$ cat config.mk
export PLATFORM = sky130hd
export DESIGN_NAME = dma_chan_irq_ctrl
export DESIGN_NICKNAME = d
export VERILOG_FILES = /design/src/rtl/dcirq_pkg.sv /design/src/rtl/dcirq_chan.sv /design/src/rtl/dcirq_cause_enc.sv /design/src/rtl/dcirq_aggr.sv /design/src/rtl/dma_chan_irq_ctrl.sv
export SDC_FILE = /design/constraint.sdc
export NUM_CORES = 1
export LEC_CHECK = 0
export BUFFER_PORTS_ARGS = -buffer_cell sky130_fd_sc_hd__buf_2
export CAP_MARGIN = 0
export CELL_PAD_IN_SITES_DETAIL_PLACEMENT = 0
export CELL_PAD_IN_SITES_GLOBAL_PLACEMENT = 1
export CORE_MARGIN = 2
export CORE_UTILIZATION = 40
export CTS_BUF_LIST = sky130_fd_sc_hd__clkbuf_2
export DETAILED_ROUTE_END_ITERATION = 7
export PLACE_DENSITY_LB_ADDON = 0.1
export SYNTH_ARGS = -nofsm -noshare
export SYNTH_HDL_FRONTEND = slang
export SYNTH_SLANG_ARGS = --single-unit
$ cat constraint.sdc
create_clock -name clk -period 3.3 [get_ports clk]
set_input_delay 0.66 -clock clk [delete_from_list [all_inputs] [get_ports clk]]
set_output_delay 0.66 -clock clk [all_outputs]
set_load 0.1 [all_outputs]
$ cat src/rtl/dcirq_pkg.sv
package dcirq_pkg;

    localparam int NEV     = 5;
    localparam int EN_LSB  = 0;
    localparam int ST_LSB  = 16;
    localparam int CLR_LSB = 24;
    localparam int OFS_RAW = 'h10;
    localparam int OFS_MSK = 'h14;

    typedef logic [NEV-1:0] evvec_t;

    typedef enum logic [2:0] {
        CAUSE_NONE   = 3'd0,
        CAUSE_FRAG   = 3'd1,
        CAUSE_BLK    = 3'd2,
        CAUSE_TRANS  = 3'd3,
        CAUSE_LIST   = 3'd4,
        CAUSE_CFGERR = 3'd5
    } cause_e;

endpackage

$ cat src/rtl/dcirq_chan.sv
module dcirq_chan
    import dcirq_pkg::*;
(
    input  logic        clk,
    input  logic        rst_n,
    input  logic        wr_i,
    input  evvec_t      wen_i,
    input  evvec_t      wclr_i,
    input  evvec_t      evt_i,
    output evvec_t      st_o,
    output logic        raw_o,
    output logic        msk_o,
    output logic [31:0] rdata_o
);

    evvec_t en_q;
    evvec_t st_q;
    evvec_t clr_v;
    evvec_t set_v;

    always_comb begin
        clr_v = wr_i ? wclr_i : '0;
        set_v = evt_i & en_q;
    end

    always_ff @(posedge clk or negedge rst_n) begin
        if (!rst_n) begin
            en_q <= '0;
            st_q <= '0;
        end else begin
            if (wr_i) en_q <= wen_i;
            st_q <= (st_q & ~clr_v) | set_v;
        end
    end

    always_comb begin
        rdata_o = '0;
        rdata_o[EN_LSB +: NEV] = en_q;
        rdata_o[ST_LSB +: NEV] = st_q;
        st_o  = st_q;
        raw_o = |st_q;
        msk_o = |(st_q & en_q);
    end

    // a gated event is always captured, even against a clear
    p_evt_captured_r5: assert property (@(posedge clk) disable iff (!rst_n)
        1'b1 |=> ((st_q & $past(evt_i & en_q)) == $past(evt_i & en_q)));

    // no status bit rises without a gated event
    p_no_spurious_set_r3: assert property (@(posedge clk) disable iff (!rst_n)
        1'b1 |=> ((st_q & ~$past(st_q) & ~$past(evt_i & en_q)) == '0));

    // a status bit only falls when a clear was written for it
    p_sticky_r4: assert property (@(posedge clk) disable iff (!rst_n)
        1'b1 |=> ((~st_q & $past(st_q) & ~$past(clr_v)) == '0));

endmodule

$ cat src/rtl/dcirq_cause_enc.sv
module dcirq_cause_enc
    import dcirq_pkg::*;
(
    input  evvec_t st_i,
    output cause_e cause_o
);

    always_comb begin
        cause_o = CAUSE_NONE;
        for (int k = 0; k < NEV; k++) begin
            if (st_i[k]) cause_o = cause_e'(3'(k + 1));
        end
    end

endmodule

$ cat src/rtl/dcirq_aggr.sv
module dcirq_aggr
    import dcirq_pkg::*;
#(
    parameter int NCH = 4,
    localparam int CW = (NCH > 1) ? $clog2(NCH) : 1
) (
    input  logic             clk,
    input  logic             rst_n,
    input  logic [NCH-1:0]   msk_i,
    input  logic [NCH*NEV-1:0] st_i,
    output logic             irq_o,
    output logic [CW-1:0]    chan_o,
    output logic [2:0]       cause_o
);

    logic [CW-1:0] pick;
    evvec_t        pick_st;
    cause_e        enc_cause;

    always_comb begin
        pick = '0;
        for (int c = NCH - 1; c >= 0; c--) begin
            if (msk_i[c]) pick = CW'(c);
        end
        pick_st = st_i[pick*NEV +: NEV];
    end

    dcirq_cause_enc u_enc (
        .st_i    (pick_st),
        .cause_o (enc_cause)
    );

    always_comb begin
        irq_o   = |msk_i;
        chan_o  = irq_o ? pick : '0;
        cause_o = irq_o ? enc_cause : CAUSE_NONE;
    end

    // a pending interrupt always carries a cause
    p_cause_present_r10: assert property (@(posedge clk) disable iff (!rst_n)
        irq_o |-> (cause_o != CAUSE_NONE));

    // the reported channel owns a masked bit
    p_chan_pending_r10: assert property (@(posedge clk) disable iff (!rst_n)
        irq_o |-> msk_i[chan_o]);

endmodule

$ cat src/rtl/dma_chan_irq_ctrl.sv
module dma_chan_irq_ctrl
    import dcirq_pkg::*;
#(
    parameter int NCH     = 4,
    parameter int AW      = 8,
    parameter int CH_BASE = 'h40,
    localparam int CW     = (NCH > 1) ? $clog2(NCH) : 1
) (
    input  logic               clk,
    input  logic               rst_n,
    input  logic               reg_we,
    input  logic [AW-1:0]      reg_addr,
    input  logic [31:0]        reg_wdata,
    output logic [31:0]        reg_rdata,
    input  logic [NCH*NEV-1:0] evt_i,
    output logic               irq_o,
    output logic [CW-1:0]      irq_chan_o,
    output logic [2:0]         irq_cause_o
);

    logic [NCH-1:0]     sel;
    logic [NCH-1:0]     raw;
    logic [NCH-1:0]     msk;
    logic [NCH*NEV-1:0] st_all;
    logic [31:0]        ch_rd [NCH];

    for (genvar c = 0; c < NCH; c++) begin : g_ch
        assign sel[c] = (reg_addr == AW'(CH_BASE + 4 * c));

        dcirq_chan u_chan (
            .clk     (clk),
            .rst_n   (rst_n),
            .wr_i    (reg_we && sel[c]),
            .wen_i   (reg_wdata[EN_LSB +: NEV]),
            .wclr_i  (reg_wdata[CLR_LSB +: NEV]),
            .evt_i   (evt_i[c*NEV +: NEV]),
            .st_o    (st_all[c*NEV +: NEV]),
            .raw_o   (raw[c]),
            .msk_o   (msk[c]),
            .rdata_o (ch_rd[c])
        );
    end

    dcirq_aggr #(.NCH(NCH)) u_aggr (
        .clk     (clk),
        .rst_n   (rst_n),
        .msk_i   (msk),
        .st_i    (st_all),
        .irq_o   (irq_o),
        .chan_o  (irq_chan_o),
        .cause_o (irq_cause_o)
    );

    always_comb begin
        reg_rdata = '0;
        if (reg_addr == AW'(OFS_RAW)) reg_rdata[NCH-1:0] = raw;
        if (reg_addr == AW'(OFS_MSK)) reg_rdata[NCH-1:0] = msk;
        for (int c = 0; c < NCH; c++) begin
            if (sel[c]) reg_rdata = reg_rdata | ch_rd[c];
        end
    end

    // the interrupt level agrees with the masked summary word
    p_irq_level_r9: assert property (@(posedge clk) disable iff (!rst_n)
        (reg_addr == AW'(OFS_MSK)) |-> ((reg_rdata != '0) == irq_o));

    // masked summary never shows a channel absent from raw summary
    p_msk_in_raw_r8: assert property (@(posedge clk) disable iff (!rst_n)
        (u_aggr.msk_i & ~raw) == '0);

endmodule

### After elaboration in Yosys (flattened, before gate mapping)

Index checks and enable logic that the tools add are counted.

| word-level totals | value |
|---|---|
| register bits after elaboration | 40 |
| latch bits | 0 |
| memory bits (writable) | 0 |
| bits in read-only memories | 0 |
| input port bits | 63 |
| output and inout port bits | 38 |
| logic and storage cells | 74 |
| memories kept | 0 |

| cells by class | value |
|---|---|
| add/sub/neg operators | 0 |
| $mul | 1 |
| div/mod/pow operators | 0 |
| magnitude comparators | 0 |
| equality and inequality tests | 6 |
| shift-type cells | 1 |
| muxes and demuxes | 21 |
| bitwise logic cells | 24 |
| reductions and logical operators | 13 |

Operators with widths:

| kind | count |
|---|---|
| 2-to-1 mux 32 bit | 3 |
| bitwise OR 32 x 21 -> 32 bit | 3 |
| AND 5 bit | 12 |
| OR reduction 5 bit | 8 |
| == test 8 x 7 -> 1 bit (second input constant) | 4 |
| 2-to-1 mux 21 bit | 1 |
| bitwise OR 4 x 21 -> 21 bit | 1 |
| 2-to-1 mux 5 bit | 4 |
| NOT 5 bit | 4 |
| bitwise OR 5 bit | 4 |
| OR reduction 20 bit | 1 |
| variable part select 20 x 6 -> 5 bit | 1 |
| == test 8 x 5 -> 1 bit (second input constant) | 2 |
| 2-to-1 mux 3 bit | 5 |
| 2-to-1 mux 2 bit | 5 |
| 2-to-1 mux 4 bit | 2 |
| multiplier 2 x 3 -> 5 bit (second input constant) | 1 |
| logical AND 1 bit | 4 |
| 2-to-1 mux 1 bit | 1 |

### Longest topological paths before layout

| logic depth | value |
|---|---|
| depth after elaboration | 14 |
| mapped depth | 9 |
| mapped depth without buffers | 8 |

### Modules after synthesis

Synthesis repeated with hierarchy kept, for this count alone.

| unflattened totals | value |
|---|---|
| cells, all modules | 403 |
| area total of the unflattened synthesis | 4,076.4 µm² |

By module, submodules not included:

| module | times used | cells each | area an instance (µm²) | seq. area each (µm²) |
|---|---|---|---|---|
| dcirq_chan | 4 | 60 | 640.6 | 250.2 |
| dma_chan_irq_ctrl | 1 | 112 | 1,206.2 | 0.0 |
| dcirq_aggr | 1 | 45 | 276.5 | 0.0 |
| dcirq_cause_enc | 1 | 6 | 31.3 | 0.0 |

### Worst setup path before layout

Ideal clock, no wire load.

| timing | value |
|---|---|
| kind | flip-flop to output port |
| from | register g_ch[2].u_chan.st_q[2] |
| to | output irq_cause_o[1] |
| data arrival time | 3,836 ps |
| slack | -1,196 ps |
| cell stages (with the launch flop) | 7 |
| path buffers | 1 |
| path through | dfrtp_1 > a222oi_1 > and3_1 > buf_4 > nand4_1 > o21ai_0 > nor3_1 |

RTL lines:

| element | RTL line | source |
|---|---|---|
| start: declaration | dcirq_chan.sv:17 | `evvec_t st_q;` |
| start signal: assignment | dcirq_chan.sv:32 | `st_q <= (st_q & ~clr_v) \| set_v;` |
| AND 5 bit | dcirq_chan.sv:42 | `msk_o = \|(st_q & en_q);` |
| OR reduction 20 bit | dcirq_aggr.sv:34 | `irq_o = \|msk_i;` |
| named net irq_o | dma_chan_irq_ctrl.sv:16 | `output logic irq_o,` |
| 2-to-1 mux 3 bit | dcirq_aggr.sv:36 | `cause_o = irq_o ? enc_cause : CAUSE_NONE;` |
| end: declaration | dma_chan_irq_ctrl.sv:18 | `output logic [2:0] irq_cause_o` |

The timed path passes the listed nets, and every way through them passes these cells.

### Final worst setup path

| timing | value |
|---|---|
| from | register g_ch[1].u_chan.st_q[3] |
| to | output irq_cause_o[2] |

| on the way | value |
|---|---|
| cells in the longest elaborated chain, start to end | 10 |

Ends and longest elaborated chain:

| element | RTL line | source |
|---|---|---|
| start: declaration | dcirq_chan.sv:17 |  |
| start signal: assignment | dcirq_chan.sv:32 |  |
| AND 5 bit | dcirq_chan.sv:42 |  |
| OR reduction 5 bit | dcirq_chan.sv:42 |  |
| 2-to-1 mux 2 bit (2 in series) | dcirq_aggr.sv:23 | `if (msk_i[c]) pick = CW'(c);` |
| multiplier 2 x 3 -> 5 bit | dcirq_aggr.sv:25 | `pick_st = st_i[pick*NEV +: NEV];` |
| variable part select 20 x 6 -> 5 bit | dcirq_aggr.sv:25 |  |
| 2-to-1 mux 3 bit (3 in series) | dcirq_cause_enc.sv:11 | `if (st_i[k]) cause_o = cause_e'(3'(k + 1));` |
| 2-to-1 mux 3 bit (*) | dcirq_aggr.sv:36 |  |

Mark *: on every way between the ends. The rest lies on a longest branch, timed or not.

==> flow_summary.toml <==
[outcome]
outcome = "complete, but fails checks"
failed_checks = "negative setup slack"

[cts]
clkTransAtPathRegs_ns = 0.21
clk_latency_ns = 0.41
numCtsBuffers = 5
number_of_clock_sinks = 40
cts_max_level = 2
cts_hold_repair.buffers = 0
clock-root-buffer = "sky130_fd_sc_hd__clkbuf_2"
clk_path_buf_depth = 2
cts_tree = "yes"

[worst_setup_path]
data_arrival_time_at_the_worst_slack_endpoint_ns = 2.75
required_ns = 2.64
timing.critical_path.to_type = "primary output"
worst-path-max-fanout = 6
critical_path_class = "flip-flop to primary output"
regToRegSetupSlack_ns = 2.28
worst_setup_path_start_kind = "flip-flop"

[synthesis]
synth.lib_cells_used.distinct = 47
synth_top_cell_area_share_pct = 40.6
synth_seq_cells = 40
ys_top_cells_by_area = "sky130_fd_sc_hd__dfrtp_1, sky130_fd_sc_hd__mux2_2, sky130_fd_sc_hd__a22o_1, sky130_fd_sc_hd__buf_4, sky130_fd_sc_hd__mux2i_1"
syn-cell-area_mm2 = 0.00247
avgSynthCellArea_um2 = 9.99
synth.yosys.seq_area_share_pct = 40.6
top_count_cell_post_synth = "sky130_fd_sc_hd__dfrtp_1"
asyncSetResetFlopFracSynth_pct = 100
syn_inst = 247
synth_common_cells = "sky130_fd_sc_hd__dfrtp_1, sky130_fd_sc_hd__nand2_1, sky130_fd_sc_hd__buf_4, sky130_fd_sc_hd__a22o_1, sky130_fd_sc_hd__mux2_2"
ys.flop_type = "sky130_fd_sc_hd__dfrtp_1"
yosysWarningCount = 0
synth_enable_flop_cells = 0
yosysTopAreaCell = "sky130_fd_sc_hd__dfrtp_1"

[floorplanning]
fp.dieW_um = 82.5
die_h_um = 82.5
io-pin-count = 101
design.die.area_mm2 = 0.00681
start_util_pct = 41.4
placement_rows = 28
core_area_mm2 = 0.00596

[layout]
area_growth_syn_to_layout_pct = 36.7
drive_above_1_share_pct = 45.6
fin_nets = 395
antenna_cells_inserted = 0
nFillCells = 554
final-instance-count-excl-fill = 408

[sta]
pins_over_their_slew_limit = 0
maxClockFrequency_ghz = 0.293
final-hold-violation-count = 0
tightestPinTransition_ns = 0.896
max-slew-margin-rel_pct = 40.3
unrepaired_setup_endpoints_after_global_routing = "true"
final.setup.worst_slack_ns = -0.112
final.period_utilization_pct = 103
holdWs_ns = 0.330
final_worst_clock_skew_ns = 0.0111
final.min_clock_period_ns = 3.41
setup_viol = 3

[placed_design]
dp_hpwl_um = 5690
place_congestion = 0.915
placed_cells_incl_taps = 382
buffer_ports.inserted = 56

[global_routing]
grt_pass1_wl_um = 12000
grt_antenna_before_repair = 0
maximum_number_of_pins_on_one_net_before_global_route_repair = 41
via_count_of_the_first_global_routing_pass = 2206
grt_overflow_total = 0
global_route.usage.total_pct = 24.0

[route]
route.final.wire_length_um = 7710
drt_iter0_drc = 193
antenna_violating_nets_post_route = 0
drcViolationCount = 0
vias = 2309
detail_route.wl_per_cell_um = 18.9
detailed_router_iteration_count_before_antenna_repair = 6
vias_per_cell = 5.66

[power_and_ir_drop]
total_power_mw = 2.30
max-vdd-ir-drop_v = 0.000578
leakagePower_nw = 1.58
power_density_mw_per_mm2 = 682

[run]
max_capacitance_violation_count = 0

[worst_hold_path]
worst_hold_path_type = "input port to async pin"
layer usage:
| layer | wire, um | GRT usage (%) | vias to the layer above |
|---|---|---|---|
| li1 | - | - | 1075 |
| met1 | 3410 | 34.2 | 1134 |
| met2 | 3690 | 37.5 | 93 |
| met3 | 539 | 3.91 | 7 |
| met4 | 72 | 7.38 | 0 |
| met5 | 0 | 0 | - |
critical path: stages (launching register included):
cell                       delay [ns]
sky130_fd_sc_hd__dfrtp_1         0.45
sky130_fd_sc_hd__a222oi_1        0.45
sky130_fd_sc_hd__nand2_2         0.22
sky130_fd_sc_hd__buf_6           0.16
sky130_fd_sc_hd__a211o_1         0.29
sky130_fd_sc_hd__o311ai_2        0.12
sky130_fd_sc_hd__nand3_2         0.17
sky130_fd_sc_hd__buf_4           0.18
sky130_fd_sc_hd__nor2_4          0.11
sky130_fd_sc_hd__nor2_4          0.04
sky130_fd_sc_hd__buf_12          0.16
cells in the final DEF (no fill, tap or decap), types with 2 or more instances in the layout:
master	n
sky130_fd_sc_hd__buf_2	43
sky130_fd_sc_hd__dfrtp_1	38
sky130_fd_sc_hd__nand2_1	30
sky130_fd_sc_hd__buf_4	28
sky130_fd_sc_hd__conb_1	22
sky130_fd_sc_hd__a22o_1	20
sky130_fd_sc_hd__mux2_2	20
sky130_fd_sc_hd__buf_12	13
sky130_fd_sc_hd__mux2i_1	12
sky130_fd_sc_hd__nor2_1	9
sky130_fd_sc_hd__a21oi_1	7
sky130_fd_sc_hd__a222oi_1	6
sky130_fd_sc_hd__a21oi_2	6
sky130_fd_sc_hd__o22ai_2	5
sky130_fd_sc_hd__clkbuf_2	5
sky130_fd_sc_hd__nor2_2	4
sky130_fd_sc_hd__a22oi_1	4
sky130_fd_sc_hd__nor3_1	3
sky130_fd_sc_hd__and2_1	3
sky130_fd_sc_hd__nand4_1	3
sky130_fd_sc_hd__a221o_1	3
sky130_fd_sc_hd__o22ai_1	3
sky130_fd_sc_hd__o21ai_0	3
sky130_fd_sc_hd__nor2_4	3
sky130_fd_sc_hd__nor3_2	2
sky130_fd_sc_hd__dfrtp_2	2
sky130_fd_sc_hd__buf_6	2
worst paths after layout:
check	from	depth (start not counted)	endpoint
hold reg to reg	g_ch[3].u_chan.en_q[3]	1	g_ch[3].u_chan.st_o[3]
setup reg to reg	g_ch[2].u_chan.en_q[0]	3	g_ch[2].u_chan.en_q[0]
min in group clk	evt_i[0]	2	g_ch[0].u_chan.st_o[0]
setup / recovery	g_ch[1].u_chan.st_o[3]	10	irq_cause_o[2]
max in group asynchronous	rst_n	1	g_ch[1].u_chan.st_o[1]
hold / removal	rst_n	1	g_ch[3].u_chan.st_o[4]
layout make-up:
cell class / instances / area [um^2] / share of cell area (%)
clock inverters: 3 / 42.5 / 1.26
clock buffers: 5 / 25.0 / 0.742
flip-flops and latches: 40 / 1000 / 29.8
repair buffers: 86 / 708 / 21.0
well taps: 75 / 93.8 / 2.78
multi-input cells: 197 / 1490 / 44.2
inverters: 2 / 7.51 / 0.223
flip-flops by register name, summed over array words and instances, names as in the netlist:
name	count
g_ch.u_chan.st_o	20
g_ch.u_chan.en_q	20
cells by family after synthesis:
logic type	share of synthesized area, %
other cells	0.152
buf+inv	8.27
mux	14.0
flops	40.6
simple gates	13.8
compound gates	23.2
report_power, final:
part           total [mW]  internal, mW  leakage [nW]  switching (mW)
Sequential          0.733         0.593         0.513           0.140
Combinational        1.27         0.471          1.02           0.802
Clock               0.295         0.126        0.0390           0.168
Total                2.30          1.19          1.58            1.11
stage by stage:
stage	TNS [ns]	worst slack, ns	utilization (%)	area (um^2)
4_1_cts	-0.159	-0.0781	55.6	3310
5_1_grt	-0.832	-0.284	56.6	3370
3_3_place_gp	0	0.158	51.6	3080
6_report	-0.324	-0.112	56.6	3370
2_1_floorplan	-2.17	-0.453	-	2610
3_5_place_dp	0	0.124	51.6	3080
timing repair:
item	in CTS	in global routing
buffers inserted	13	5
endpoints found under the setup margin	3	3
gates resized for setup	18	6
gates cloned	0	0
pin swaps	13	5
(Power assumes the default switching activity.)
